$ cat src/rtl/mix_pkg.sv
package mix_pkg;
    typedef enum logic [1:0] {
        FRQ_ZERO = 2'd0,
        FRQ_PQTR = 2'd1,
        FRQ_HALF = 2'd2,
        FRQ_NQTR = 2'd3
    } frq_e;

    typedef enum logic {
        ST_TAKE_I,
        ST_TAKE_Q
    } dil_st_e;

    typedef enum logic [1:0] {
        PH_0   = 2'd0,
        PH_90  = 2'd1,
        PH_180 = 2'd2,
        PH_270 = 2'd3
    } ph_e;

    function automatic logic [1:0] frq_step(input frq_e f, input logic lsb);
        logic [1:0] s;
        unique case (f)
            FRQ_ZERO: s = 2'd0;
            FRQ_PQTR: s = 2'd1;
            FRQ_HALF: s = 2'd2;
            FRQ_NQTR: s = 2'd3;
        endcase
        return lsb ? (2'd0 - s) : s;
    endfunction
endpackage

$ cat src/rtl/mix_deint.sv
module mix_deint
    import mix_pkg::*;
#(
    parameter int W = 16
) (
    input  logic         clk,
    input  logic         rst_n,
    input  logic         in_valid,
    input  logic [W-1:0] in_data,
    output logic         pair_v,
    output logic [W-1:0] pair_a,
    output logic [W-1:0] pair_b
);
    dil_st_e     st_q, st_d;
    logic [W-1:0] hold_q;

    always_ff @(posedge clk) begin
        if (!rst_n) st_q <= ST_TAKE_I;
        else        st_q <= st_d;
    end

    always_comb begin
        st_d = st_q;
        unique case (st_q)
            ST_TAKE_I: if (in_valid) st_d = ST_TAKE_Q;
            ST_TAKE_Q: if (in_valid) st_d = ST_TAKE_I;
        endcase
    end

    always_ff @(posedge clk) begin
        if (!rst_n) begin
            hold_q <= '0;
            pair_v <= 1'b0;
            pair_a <= '0;
            pair_b <= '0;
        end else begin
            pair_v <= 1'b0;
            if (in_valid) begin
                unique case (st_q)
                    ST_TAKE_I: hold_q <= in_data;
                    ST_TAKE_Q: begin
                        pair_a <= hold_q;
                        pair_b <= in_data;
                        pair_v <= 1'b1;
                    end
                endcase
            end
        end
    end


    pair_gap_chk: assert property (@(posedge clk) disable iff (!rst_n)
        pair_v |=> !pair_v);
endmodule

$ cat src/rtl/mix_rot.sv
module mix_rot
    import mix_pkg::*;
#(
    parameter int W = 16
) (
    input  logic             clk,
    input  logic             rst_n,
    input  logic             pair_v,
    input  logic [W-1:0]     pair_a,
    input  logic [W-1:0]     pair_b,
    input  logic [1:0]       freq_sel,
    input  logic             lower_sb,
    output logic signed [W:0] rot_a,
    output logic signed [W:0] rot_b
);
    localparam int MODE_W = 3;

    ph_e               ph_q, ph_use, ph_d;
    logic [MODE_W-1:0] mode_q, mode_now;
    logic              chg;
    logic [1:0]        step;
    logic signed [W:0] ea, eb;

    assign mode_now = {freq_sel, lower_sb};
    assign chg      = (mode_now != mode_q);
    assign step     = frq_step(frq_e'(freq_sel), lower_sb);

    always_ff @(posedge clk) begin
        if (!rst_n) begin
            ph_q   <= PH_0;
            mode_q <= '0;
        end else begin
            ph_q   <= ph_d;
            mode_q <= mode_now;
        end
    end

    always_comb begin
        ph_use = chg ? PH_0 : ph_q;
        ph_d   = pair_v ? ph_e'(ph_use + step) : ph_use;
    end

    assign ea = {pair_a[W-1], pair_a};
    assign eb = {pair_b[W-1], pair_b};

    always_comb begin
        unique case (ph_use)
            PH_0:   begin rot_a = ea;  rot_b = eb;  end
            PH_90:  begin rot_a = -eb; rot_b = ea;  end
            PH_180: begin rot_a = -ea; rot_b = -eb; end
            PH_270: begin rot_a = eb;  rot_b = -ea; end
        endcase
    end


    ph_hold_chk: assert property (@(posedge clk) disable iff (!rst_n)
        (!pair_v && !chg) |=> $stable(ph_q));
endmodule

$ cat src/rtl/mix_ofs.sv
module mix_ofs #(
    parameter int W = 16
) (
    input  logic              clk,
    input  logic              rst_n,
    input  logic              in_v,
    input  logic signed [W:0] in_x,
    input  logic [W-1:0]      ofs,
    output logic [W-1:0]      out
);
    logic signed [W+1:0] sum;
    logic                hi, lo;

    assign sum = {in_x[W], in_x} + {{2{ofs[W-1]}}, ofs};
    assign hi  = !sum[W+1] && (sum[W:W-1] != 2'b00);
    assign lo  =  sum[W+1] && (sum[W:W-1] != 2'b11);

    always_ff @(posedge clk) begin
        if (!rst_n) out <= '0;
        else if (in_v) begin
            if (hi)      out <= {1'b0, {(W-1){1'b1}}};
            else if (lo) out <= {1'b1, {(W-1){1'b0}}};
            else         out <= sum[W-1:0];
        end
    end


    no_wrap_chk: assert property (@(posedge clk) disable iff (!rst_n)
        (in_v && !in_x[W] && !ofs[W-1]) |=> !out[W-1]);
endmodule

$ cat src/rtl/cplx_mixer_ofs.sv
module cplx_mixer_ofs
    import mix_pkg::*;
#(
    parameter int W = 16
) (
    input  logic         clk,
    input  logic         rst_n,
    input  logic         in_valid,
    input  logic [W-1:0] in_data,
    input  logic [1:0]   freq_sel,
    input  logic         lower_sb,
    input  logic [W-1:0] ofs_a,
    input  logic [W-1:0] ofs_b,
    output logic         out_valid,
    output logic [W-1:0] out_a,
    output logic [W-1:0] out_b
);
    localparam int LANES = 2;

    logic              pv;
    logic [W-1:0]      pa, pb;
    logic signed [W:0] rot [LANES];
    logic [W-1:0]      ofs [LANES];
    logic [W-1:0]      res [LANES];

    mix_deint #(.W(W)) u_deint (
        .clk(clk), .rst_n(rst_n), .in_valid(in_valid), .in_data(in_data),
        .pair_v(pv), .pair_a(pa), .pair_b(pb)
    );

    mix_rot #(.W(W)) u_rot (
        .clk(clk), .rst_n(rst_n), .pair_v(pv), .pair_a(pa), .pair_b(pb),
        .freq_sel(freq_sel), .lower_sb(lower_sb),
        .rot_a(rot[0]), .rot_b(rot[1])
    );

    assign ofs[0] = ofs_a;
    assign ofs[1] = ofs_b;

    for (genvar g = 0; g < LANES; g++) begin : g_lane
        mix_ofs #(.W(W)) u_ofs (
            .clk(clk), .rst_n(rst_n), .in_v(pv),
            .in_x(rot[g]), .ofs(ofs[g]), .out(res[g])
        );
    end

    assign out_a = res[0];
    assign out_b = res[1];

    always_ff @(posedge clk) begin
        if (!rst_n) out_valid <= 1'b0;
        else        out_valid <= pv;
    end


    lat_chk: assert property (@(posedge clk) disable iff (!rst_n)
        out_valid |-> $past(pv));


    bypass_chk: assert property (@(posedge clk) disable iff (!rst_n)
        (pv && freq_sel == FRQ_ZERO && ofs_a == '0 && ofs_b == '0)
        |=> (out_a == $past(pa) && out_b == $past(pb)));


    rst_idle_chk: assert property (@(posedge clk)
        !rst_n |=> (!out_valid && out_a == '0 && out_b == '0));
endmodule

$ cat config.mk
export PLATFORM = sky130hd
export DESIGN_NAME = cplx_mixer_ofs
export DESIGN_NICKNAME = d
export VERILOG_FILES = /design/src/rtl/mix_pkg.sv /design/src/rtl/mix_deint.sv /design/src/rtl/mix_rot.sv /design/src/rtl/mix_ofs.sv /design/src/rtl/cplx_mixer_ofs.sv
export SDC_FILE = /design/constraint.sdc
export NUM_CORES = 1
export LEC_CHECK = 0
export ABC_CLOCK_PERIOD_IN_PS = 5110
export BUFFER_PORTS_ARGS = -buffer_cell sky130_fd_sc_hd__buf_2
export CAP_MARGIN = 15
export CORE_MARGIN = 5
export CORE_UTILIZATION = 59
export DETAILED_ROUTE_END_ITERATION = 8
export MAX_ROUTING_LAYER = met4
export PLACE_DENSITY = 0.9
export SYNTH_ARGS = -nofsm -noshare
export SYNTH_HDL_FRONTEND = slang
export SYNTH_SLANG_ARGS = --single-unit
export TNS_END_PERCENT = 30
$ cat constraint.sdc
create_clock -name clk -period 5.11 [get_ports clk]
set_clock_uncertainty 0.05 [all_clocks]
set_input_delay 0.2555 -clock clk [delete_from_list [all_inputs] [get_ports clk]]
set_output_delay 0.2555 -clock clk [all_outputs]
set_load 0.005 [all_outputs]
==> out/results.txt <==
The standard cell area after detailed placement was 0.00711 sq mm; the area added between synthesis and finish was 12.0%. For this run, design rule violations remaining after detail routing come to 0. The post-CTS clock slew at the launch and capture registers of the worst setup and hold paths works out to 0.06 ns. The delay of the slowest cell on the worst path is 0.56 ns, and the total setup buffers inserted after CTS is 0. The slack of the worst reg-to-reg path is 0.26 ns, and the number of antenna violations at the first check in global routing is 0. The synthesized netlist occupies a cell area of 0.00662 sq mm. In this run, synthesis produced a sequential element count of 88. The design draws 1.87 mW. The run gives 1053 as the count of non-filler cells in the finished layout. In this run the static leakage power is 3.15 nW. The number of cells after detailed placement was 1038.

The pin count of the biggest net entering global routing is 60, and the average footprint of a synthesized cell is 7.75 sq um. Critical-path cell with the highest stage delay: sky130_fd_sc_hd__or4_4. The measured slew at the worst slew-check pin came out at 1.01 ns. The launching point of the worst reg2reg path is u_deint.pair_a[3]. Dividing the detail-routed via count by the number of cells gives 6.17. The run gives 854 as the instance count of the mapped netlist. Counting instances in the post-synthesis netlist gives the leading cell types as sky130_fd_sc_hd__nor2_1 (158), sky130_fd_sc_hd__dfxtp_1 (88), sky130_fd_sc_hd__a21oi_1 (54). For this configuration, the core starts out at a cell density of 60.5%. For this run, the top clock speed supported by timing is 206 MHz. Across every metal layer, demand over resource in global routing totals 27.7%.

The headroom to the max-slew limit was 33.0%. In this design, the critical path's most frequently occurring cell is sky130_fd_sc_hd__buf_4. Adding up every negative setup slack in the final design gives 0 ns.

Final hold violation count: 0. The antenna violation net count after detailed routing was 0. The finished cells cover 0.00741 sq mm.

The signal on the critical path passes through or4_4 > or3_4 > nor4_2 > nand2b_1 > o31a_1 > xnor2_1 > a32oi_1 > o22a_1 > ha_1 > a21o_1 > a31o_2 > or4_1 > o221ai_1 > a31oi_1 > buf_4 > and2_1 > o21ai_1 > buf_4 > a211oi_1. The congestion estimate from routability-driven global placement came to 1.04. The run gives 6494 as the number of vias in the routed layout. The H-tree was split into 3 levels. TritonCTS built the clock tree.

Timing analysis after detailed placement gives a worst setup slack of 0.340 ns. The data required time of the worst path is 5.27 ns, and the number of different library cells in the post-synthesis netlist is 59. The number of nets in the synthesized netlist is 955.

The count of standard-cell rows is 38, and the final wirelength is 18000 um. Setup slack closes at 0.257 ns. STA classifies the critical path endpoint as a flip-flop. Setup repair after global routing left no endpoint under its margin. Summed over all nets, the half-perimeter wirelength after detailed placement is 13500 um.

The flow ran to the end, and the final reports show no timing, DRC or antenna violations. CTS root buffer: sky130_fd_sc_hd__clkbuf_16. The worst setup path is launched from a flip-flop. The clock latency on the worst-skew pair was 0.35 ns; the number of flops mapped to enable cells by yosys was 0. The number of global-route vias before repair was 5799; the number of setup violations in the final report was 0.

The count of pins over their slew limit is 0. The tools report the final worst hold slack as 0.107 ns. The category of the critical setup timing path is reg2reg. The I/O pin count is 87.

The average wire per cell in the routed design was 17.1 um; the maximum vdd ir drop was 251 uV. For this run, the detailed router's first-pass iteration total came to 5. In the post-synthesis netlist, the cell with the most instances is sky130_fd_sc_hd__nor2_1.

The area inside the core boundary came out at 0.0109 sq mm. The logs give 0 for the count of warnings emitted by yosys and 680 for the DRC marker count from the first detailed-route iteration. Power density over the cells: 252 mW/mm^2.

The horizontal die dimension was 116 um; the max-capacitance violation count was 0. The first global-routing pass estimated 28800 um of wire. The run gives 9 as the number of buffers created by CTS. Share of synthesized registers carrying an async set or reset: 0%.

The class of the worst hold path is in2reg. Sequential elements use 26.6% of the synthesized area. Startpoint of the lowest-slack hold path: in_data[6].

The launching element of the worst setup path was u_deint.pair_a[3]. The library cell occupying the most area in the post-synthesis netlist was sky130_fd_sc_hd__dfxtp_1. The share of the synthesized area in the top cell type was 26.6%. The longest clock path from root to sink contains 2 buffers. Data on the critical path arrives at its endpoint at 5.01 ns. The total overflow left after global routing is 0. Of all nets on the critical path, the largest fanout is 12. The run gives 1010 as the total number of nets in the final design. Top flip-flop cell by instance count after synthesis: sky130_fd_sc_hd__dfxtp_1.

The logs give 67.7% for the share of the core filled with cells and 0 for the count of hold-fix buffers inserted at cts. Number of buffers inserted by port buffering: 86. The floorplan step defined a die boundary enclosing 0.0134 sq mm.

The die span in y is 116 um, and the number of clock sinks is 88. The diode insertion count for antenna repair is 0. In the final layout, the share of cells above drive strength 1 is 14.6%. The minimum clock period after layout came out at 4.85 ns. The final worst-path cycle share was 95.0%. In the post-synthesis netlist, the biggest area contributors are sky130_fd_sc_hd__dfxtp_1 (27%), sky130_fd_sc_hd__nor2_1 (9.0%), sky130_fd_sc_hd__ha_1 (8.5%), sky130_fd_sc_hd__mux2i_1 (7.6%), sky130_fd_sc_hd__xnor2_1 (5.2%).
where the power goes:
group	total [mW]	switching [mW]	internal, mW
clock network	0.653	0.275	0.377
registers	0.747	0.0296	0.718
logic	0.466	0.266	0.200
total	1.87	0.571	1.29
critical path: cells and delay by family (launching register included):
kind	cells	cell delay, ns
compound gates	9	1.55
xor+xnor	1	0.14
fa+ha+maj	1	0.38
buf+inv	2	0.37
flops	1	0.38
simple gates	6	1.85
path summary, 6_finish.rpt:
path / cells after the start / endpoint
worst max-delay path: 19 / g_lane[1].u_ofs.out[9]
worst min-delay path: 3 / u_deint.pair_b[6]
worst max register to register: 19 / g_lane[1].u_ofs.out[9]
worst min register to register: 2 / g_lane[1].u_ofs.out[5]
layout by cell type (no fill, tap or decap), types with 17 or more instances in the layout:
| cell | instances |
|---|---|
| sky130_fd_sc_hd__buf_4 | 17 |
| sky130_fd_sc_hd__o21ai_0 | 49 |
| sky130_fd_sc_hd__buf_2 | 86 |
| sky130_fd_sc_hd__nand2_1 | 47 |
| sky130_fd_sc_hd__a21o_1 | 17 |
| sky130_fd_sc_hd__mux2i_1 | 50 |
| sky130_fd_sc_hd__a211oi_1 | 32 |
| sky130_fd_sc_hd__nor2_1 | 158 |
| sky130_fd_sc_hd__xor2_1 | 18 |
| sky130_fd_sc_hd__ha_1 | 44 |
| sky130_fd_sc_hd__inv_1 | 17 |
| sky130_fd_sc_hd__dfxtp_1 | 87 |
| sky130_fd_sc_hd__a21oi_1 | 52 |
| sky130_fd_sc_hd__xnor2_1 | 39 |
final cells by class:
class | count | area [sq um]
multi-input cells | 689 | 4560
fillers | 962 | 3530
flip-flops and latches | 88 | 1760
repair buffers | 103 | 558
clock buffers | 10 | 229
well taps | 140 | 175
inverters | 18 | 67.6
clock inverters | 5 | 57.6
cells by family after synthesis:
family / Yosys count / synth area share, %
fa+ha+maj: 47 / 9.12
flops: 88 / 26.6
simple gates: 270 / 18.2
compound gates: 264 / 26.1
buf+inv: 77 / 4.65
xor+xnor: 57 / 7.55
mux: 51 / 7.74
flip-flops by register name, summed over array words and instances, names as in the netlist:
register / count
u_rot.mode_q: 3
g_lane.u_ofs.out: 32
u_deint.pair_b: 16
u_deint.pair_a: 16
u_deint.hold_q: 16
u_deint.pair_v: 1
u_deint.st_q: 1
out_valid: 1
u_rot.ph_q: 2
what timing repair did:
item                                   4_1_cts  5_1_grt
resized for setup                            0        3
setup endpoints to repair                    0       15
endpoints found under the hold margin        0        0
metal layers:
layer | up-vias | GRT usage [%] | share of wire (%) | wire [um]
li1 | 3191 | - | - | -
met1 | 2995 | 38.0 | 46 | 8290
met2 | 269 | 40.9 | 43 | 7810
met3 | 39 | 4.70 | 7.8 | 1390
met5 | - | - | 0 | 0
met4 | 0 | 10.2 | 2.7 | 478
Power figures use the tool's default switching activity.
